[config.mk]
export PLATFORM = sky130hd
export DESIGN_NAME = vliw_bundle_unpacker
export DESIGN_NICKNAME = d
export VERILOG_FILES = /design/src/rtl/vliw_bundle_unpacker.sv
export SDC_FILE = /design/constraint.sdc
export NUM_CORES = 2
export LEC_CHECK = 0
export BUFFER_PORTS_ARGS = -buffer_cell sky130_fd_sc_hd__buf_2
export CAP_MARGIN = 30
export CORE_ASPECT_RATIO = 1.75
export CORE_MARGIN = 1
export CORE_UTILIZATION = 61
export DETAILED_ROUTE_END_ITERATION = 7
export PLACE_DENSITY_LB_ADDON = 0.1
export SLEW_MARGIN = 20
export SYNTH_ARGS = -nofsm -noshare
export SYNTH_HDL_FRONTEND = slang
export SYNTH_SLANG_ARGS = --single-unit
export TNS_END_PERCENT = 30
[constraint.sdc]
create_clock -name clk -period 8.2 [get_ports clk]
set_input_delay 0.82 -clock clk [delete_from_list [all_inputs] [get_ports clk]]
set_output_delay 0.82 -clock clk [all_outputs]
set_load 0.03 [all_outputs]
[src/rtl/vliw_bundle_unpacker.sv]
module vliw_bundle_unpacker #(
  parameter int AW     = 16,
  parameter int QBYTES = 64,
  parameter int LAT    = 2
)(
  input  logic          clk,
  input  logic          rst_n,
  input  logic          clause_valid,
  output logic          clause_ready,
  input  logic [AW-1:0] clause_first,
  input  logic [AW-1:0] clause_final,
  output logic          imem_req,
  output logic [AW-1:0] imem_addr,
  input  logic [63:0]   imem_rdata,
  output logic          bnd_valid,
  input  logic          bnd_ready,
  output logic [319:0]  bnd_slots,
  output logic [127:0]  bnd_lits,
  output logic [2:0]    bnd_nslots,
  output logic [2:0]    bnd_nlits,
  output logic          bnd_last
);
  localparam int QW = QBYTES / 4;
  localparam int PW = $clog2(QW);
  localparam int CW = $clog2(QW + 1) + 1;

  logic          busy;
  logic [AW-1:0] cur, fin;
  logic [LAT-1:0] pv, pt;
  logic [CW-1:0] pend, occ;
  logic [31:0]   qd [QW];
  logic [QW-1:0] qe;
  logic [PW-1:0] head, tail;

  logic [2:0]  ns, nl;
  logic        ns_ok, blk, complete, take, last_w;
  logic [3:0]  len;
  logic [63:0] slot_w [5];
  logic [31:0] lit_w [4];

  wire          acc      = clause_valid && !busy;
  wire [CW:0]   used     = {1'b0, occ} + {pend, 1'b0};
  wire          issue    = busy && ((used + (CW+1)'(2)) <= (CW+1)'(QW));
  wire          arrive   = pv[LAT-1];
  wire          arr_last = pt[LAT-1];

  assign clause_ready = !busy;
  assign imem_req     = issue;
  assign imem_addr    = cur;

  always_ff @(posedge clk or negedge rst_n)
    if (!rst_n) begin
      busy <= 1'b0;
      cur  <= '0;
      fin  <= '0;
    end else if (acc) begin
      busy <= 1'b1;
      cur  <= clause_first;
      fin  <= clause_final;
    end else if (issue) begin
      cur <= cur + 1'b1;
      if (cur == fin) busy <= 1'b0;
    end

  always_ff @(posedge clk or negedge rst_n)
    if (!rst_n) begin
      pv   <= '0;
      pt   <= '0;
      pend <= '0;
    end else begin
      pv[0] <= issue;
      pt[0] <= issue && (cur == fin);
      for (int i = 1; i < LAT; i++) begin
        pv[i] <= pv[i-1];
        pt[i] <= pt[i-1];
      end
      pend <= pend + CW'(issue) - CW'(arrive);
    end

  always_comb begin
    ns_ok = 1'b0;
    blk   = 1'b0;
    ns    = 3'd5;
    for (int k = 0; k < 5; k++) begin
      if (!ns_ok && !blk) begin
        if (occ < CW'(2*k + 2)) blk = 1'b1;
        else if (qd[head + PW'(2*k + 1)][31] || k == 4) begin
          ns_ok = 1'b1;
          ns    = 3'(k + 1);
        end
      end
    end
    nl = (qd[head + PW'(1)][26:24] > 3'd4) ? 3'd4 : qd[head + PW'(1)][26:24];
    len = {ns, 1'b0} + {1'b0, nl};
    complete = ns_ok && (occ >= CW'(len));
    for (int k = 0; k < 5; k++)
      slot_w[k] = (3'(k) < ns) ? {qd[head + PW'(2*k + 1)], qd[head + PW'(2*k)]} : 64'd0;
    for (int i = 0; i < 4; i++)
      lit_w[i] = (3'(i) < nl) ? qd[head + PW'({ns, 1'b0}) + PW'(i)] : 32'd0;
    last_w = qe[head + PW'(len) - PW'(1)];
  end

  assign take = complete && (!bnd_valid || bnd_ready);

  always_ff @(posedge clk)
    if (arrive) begin
      qd[tail]          <= imem_rdata[31:0];
      qd[tail + PW'(1)] <= imem_rdata[63:32];
      qe[tail]          <= 1'b0;
      qe[tail + PW'(1)] <= arr_last;
    end

  always_ff @(posedge clk or negedge rst_n)
    if (!rst_n) begin
      head <= '0;
      tail <= '0;
      occ  <= '0;
    end else begin
      if (arrive) tail <= tail + PW'(2);
      if (take)   head <= head + PW'(len);
      occ <= occ + (arrive ? CW'(2) : CW'(0)) - (take ? CW'(len) : CW'(0));
    end

  always_ff @(posedge clk or negedge rst_n)
    if (!rst_n) begin
      bnd_valid  <= 1'b0;
      bnd_slots  <= '0;
      bnd_lits   <= '0;
      bnd_nslots <= '0;
      bnd_nlits  <= '0;
      bnd_last   <= 1'b0;
    end else if (take) begin
      bnd_valid  <= 1'b1;
      bnd_slots  <= {slot_w[4], slot_w[3], slot_w[2], slot_w[1], slot_w[0]};
      bnd_lits   <= {lit_w[3], lit_w[2], lit_w[1], lit_w[0]};
      bnd_nslots <= ns;
      bnd_nlits  <= nl;
      bnd_last   <= last_w;
    end else if (bnd_ready) begin
      bnd_valid <= 1'b0;
    end
endmodule


==> impl_metrics.py <==
metrics = {
    "cells_and_area": {
        "num-fill-cells": 8067,
        "drive_gt1_share_pct": 34.03,
        "nets": 6194,
        "area_growth_pct": 11.55,
    },
    "logic_synthesis": {
        "ys_types": 69,
        "synth_xor_xnor_area_share_pct": 0.9448,
        "yosys.area_share.simple_pct": 8.330,
        "synth_top_family_by_area": "multiplexers",
        "synth-async-reset-ratio_pct": 49.23,
        "synth_area_leaders": "edfxtp_1 (24%), dfrtp_1 (19%), mux4_2 (13%)",
        "avgSynthCellArea_um2": 11.66,
        "synthCells": 5759,
        "yosysMostFrequentCell": "mux2_2",
        "ys_top_cells_by_count": "mux2_2 (660), o21ai_0 (588), nand2_1 (583)",
        "ys_ff_latch": 1040,
        "synthAdderAreaFrac_pct": 1.103,
        "synth_compound_area_share_pct": 10.71,
        "yosys.area.top_type": "edfxtp_1",
        "synth_nets": 5914,
        "synth_top_area_share_pct": 23.61,
        "seq_area_frac_synth_pct": 42.70,
        "yosys_warnings": 0,
        "synth.mux.area_fraction_pct": 32.53,
        "synth_ff_type": "edfxtp_1",
        "netlist_area_um2": 67140,
        "synth_edf_count": 528,
    },
    "sta": {
        "max_freq_mhz": 136.1,
        "period_minus_slack_ns": 7.345,
        "hold_viol_final": 0,
        "relSlewSlack_pct": 7.045,
        "hold_slack_ns": 0.1476,
        "fin_crit_sh_pct": 89.57,
        "finalSetupTns_ns": 0,
        "slew_violations": 0,
        "skew_ns": 0.01850,
        "tightest_slew_ns": 1.394,
        "rsz0062_at_grt": "no",
        "setup_viol": 0,
    },
    "critical_path": {
        "worstPathRequired_ns": 8.86,
        "cp-end-kind": "flop",
        "cp.arrival_ns": 8.00,
        "start_kind": "flop",
        "crit_type": "reg2reg",
        "critPathMaxFanout": 133,
    },
    "grt": {
        "grtUsageTotal_pct": 44.05,
        "grt_max_degree": 165,
        "grt_pass1_vias": 52598,
        "antenna_found_initial": 30,
        "grt_overflow": 0,
        "grt_pass1_wl_mm": 352.5,
    },
    "routing": {
        "drtIter0Drc": 7051,
        "vias_per_cell": 7.172,
        "avgRoutedWirePerCell_um": 32.47,
        "postRouteAntennaNets": 0,
        "drc": 0,
        "vias": 54442,
        "routed_wirelength_mm": 246.5,
        "firstDrtPassIters": 8,
    },
    "cts": {
        "cts_setup_buffers": 0,
        "cts-buffers-inserted": 96,
        "clkTransAtPathRegs_ns": 0.07,
        "hold_buffers": 0,
        "cts_num_sinks": 1040,
        "cts_tree": "yes",
        "ctsLongestPathBuffers": 3,
        "post_cts_resized": 0,
        "htreeDepth": 3,
        "insertion_delay_ns": 0.73,
        "cts-root-buf": "clkbuf_16",
    },
    "placement": {
        "post-dp-hpwl_mm": 158.0,
        "port-buffer-count": 573,
        "gp_congestion": 0.9541,
    },
    "status": {
        "status": "complete, no violations",
    },
    "floorplanning": {
        "die_area_um2": 111500,
        "die_h_um": 440.9,
        "start_util_pct": 61.65,
        "core-area_um2": 108900,
        "row_count": 160,
        "top_level_ports": 574,
        "fp.dieW_um": 252.8,
    },
    "hold_path": {
        "min_path_type": "in2async",
    },
    "job": {
        "maxCapViolations": 0,
    },
}
## per-stage QoR
stage	worst slack, ns	utilization [%]	std cells	cell area (um^2)
finish	0.8551	68.77	7591	74900
global route	0.5006	68.76	7587	74890
CTS	0.9463	68.59	7570	74700
detailed placement	0.9586	65.36	7390	71180
global placement	1.083	65.29	7386	71100
floorplan	0.8717	-	5759	67140
## layout by cell type, fill, tap and decap left out, types with 34 or more instances in the layout
| master | synthesis | routed |
|---|---|---|
| ha_1 | 48 | 42 |
| nand2_1 | 583 | 581 |
| mux4_2 | 399 | 399 |
| and3_1 | 71 | 71 |
| a21o_1 | 71 | 71 |
| o21ai_0 | 588 | 587 |
| nand3_1 | 67 | 65 |
| a211oi_1 | 94 | 93 |
| buf_2 | 137 | 572 |
| a21oi_1 | 83 | 83 |
| a32o_1 | 65 | 65 |
| edfxtp_1 | 528 | 528 |
| mux2i_1 | 541 | 541 |
| inv_1 | 51 | 49 |
| nor2_1 | 442 | 434 |
| nor4_1 | 62 | 62 |
| xnor2_1 | 45 | 38 |
| mux2_2 | 660 | 660 |
| nand2b_1 | 36 | 35 |
| clkbuf_16 | 0 | 105 |
| dfrtp_1 | 512 | 508 |
| o211ai_1 | 34 | 34 |
| o31ai_2 | 57 | 56 |
| buf_4 | 2 | 107 |
## flip-flops by register name (all words and copies together), names as in the netlist
signal,count
bnd_last,1
bnd_lits,128
bnd_nlits,3
bnd_nslots,3
bnd_slots,320
bnd_valid,1
busy,1
fin,16
head,4
imem_addr,16
occ,6
pend,6
pt,2
pv,2
qd,512
qe,16
tail,3
## layer usage
metal	vias to the layer above	track usage, %	wire length (um)	part of all wire (%)
met1	26600	52.25	82510	33
met2	4139	67.47	109700	45
li1	22422	-	-	-
met5	-	0	241	0.098
met4	33	34.42	22590	9.2
met3	1248	12.61	31380	13
## final timing paths
path / from / end / slack (ns) / cells after the start
hold reg to reg: pv[0]$_DFF_PN0_ / pv[1]$_DFF_PN0_ / 0.36 / 0
hold / removal: rst_n / bnd_slots[25]$_DFFE_PN0N_ / 0.15 / 1
setup / recovery: head[1]$_DFFE_PN0N_ / occ[5]$_DFF_PN0_ / 0.86 / 24
max in group asynchronous: rst_n / bnd_slots[297]$_DFFE_PN0N_ / 6.62 / 2
min in group clk: clause_first[3] / imem_addr[3]$_DFFE_PN0P_ / 0.29 / 3
setup reg to reg: head[1]$_DFFE_PN0N_ / occ[5]$_DFF_PN0_ / 0.86 / 24
## critical path: stages, from the launching register on
cell,delay (ns)
dfrtp_4,0.60
inv_6,0.36
ha_4,0.59
mux2_2,0.41
mux2_2,0.28
a32o_1,0.31
o21ai_2,0.13
buf_4,0.23
nand2_4,0.07
o32a_1,0.42
ha_1,0.22
inv_1,0.08
fa_1,0.45
ha_1,0.30
a22o_1,0.13
a21oi_1,0.10
nor2b_1,0.53
nand2_4,0.11
buf_12,0.25
or2_2,0.41
ha_1,0.28
ha_1,0.32
a21o_1,0.19
a21oi_1,0.18
xor2_1,0.16
## cell families after synthesis
family,after synthesis
AOI/OAI and AO/OA,1103
xor gates and xnor gates,70
adders and majority gates,55
buffers and inverters,580
DFF,1040
muxes,1601
and+or+nand+nor,1310
## final cells by class
class	instances	area [um^2]	area share, %
clock buffers	129	2808	3.749
diodes	12	30.03	0.04009
flip-flops and latches	1040	28680	38.30
repair buffers	708	4224	5.640
clock inverters	51	709.4	0.9472
well taps	1458	1824	2.436
inverters	54	212.7	0.2840
multi-input cells	4139	36410	48.61
Power is left out: the tool's default activity adds up to more than one toggle a clock period on the data nets, which glitch-free logic cannot reach.
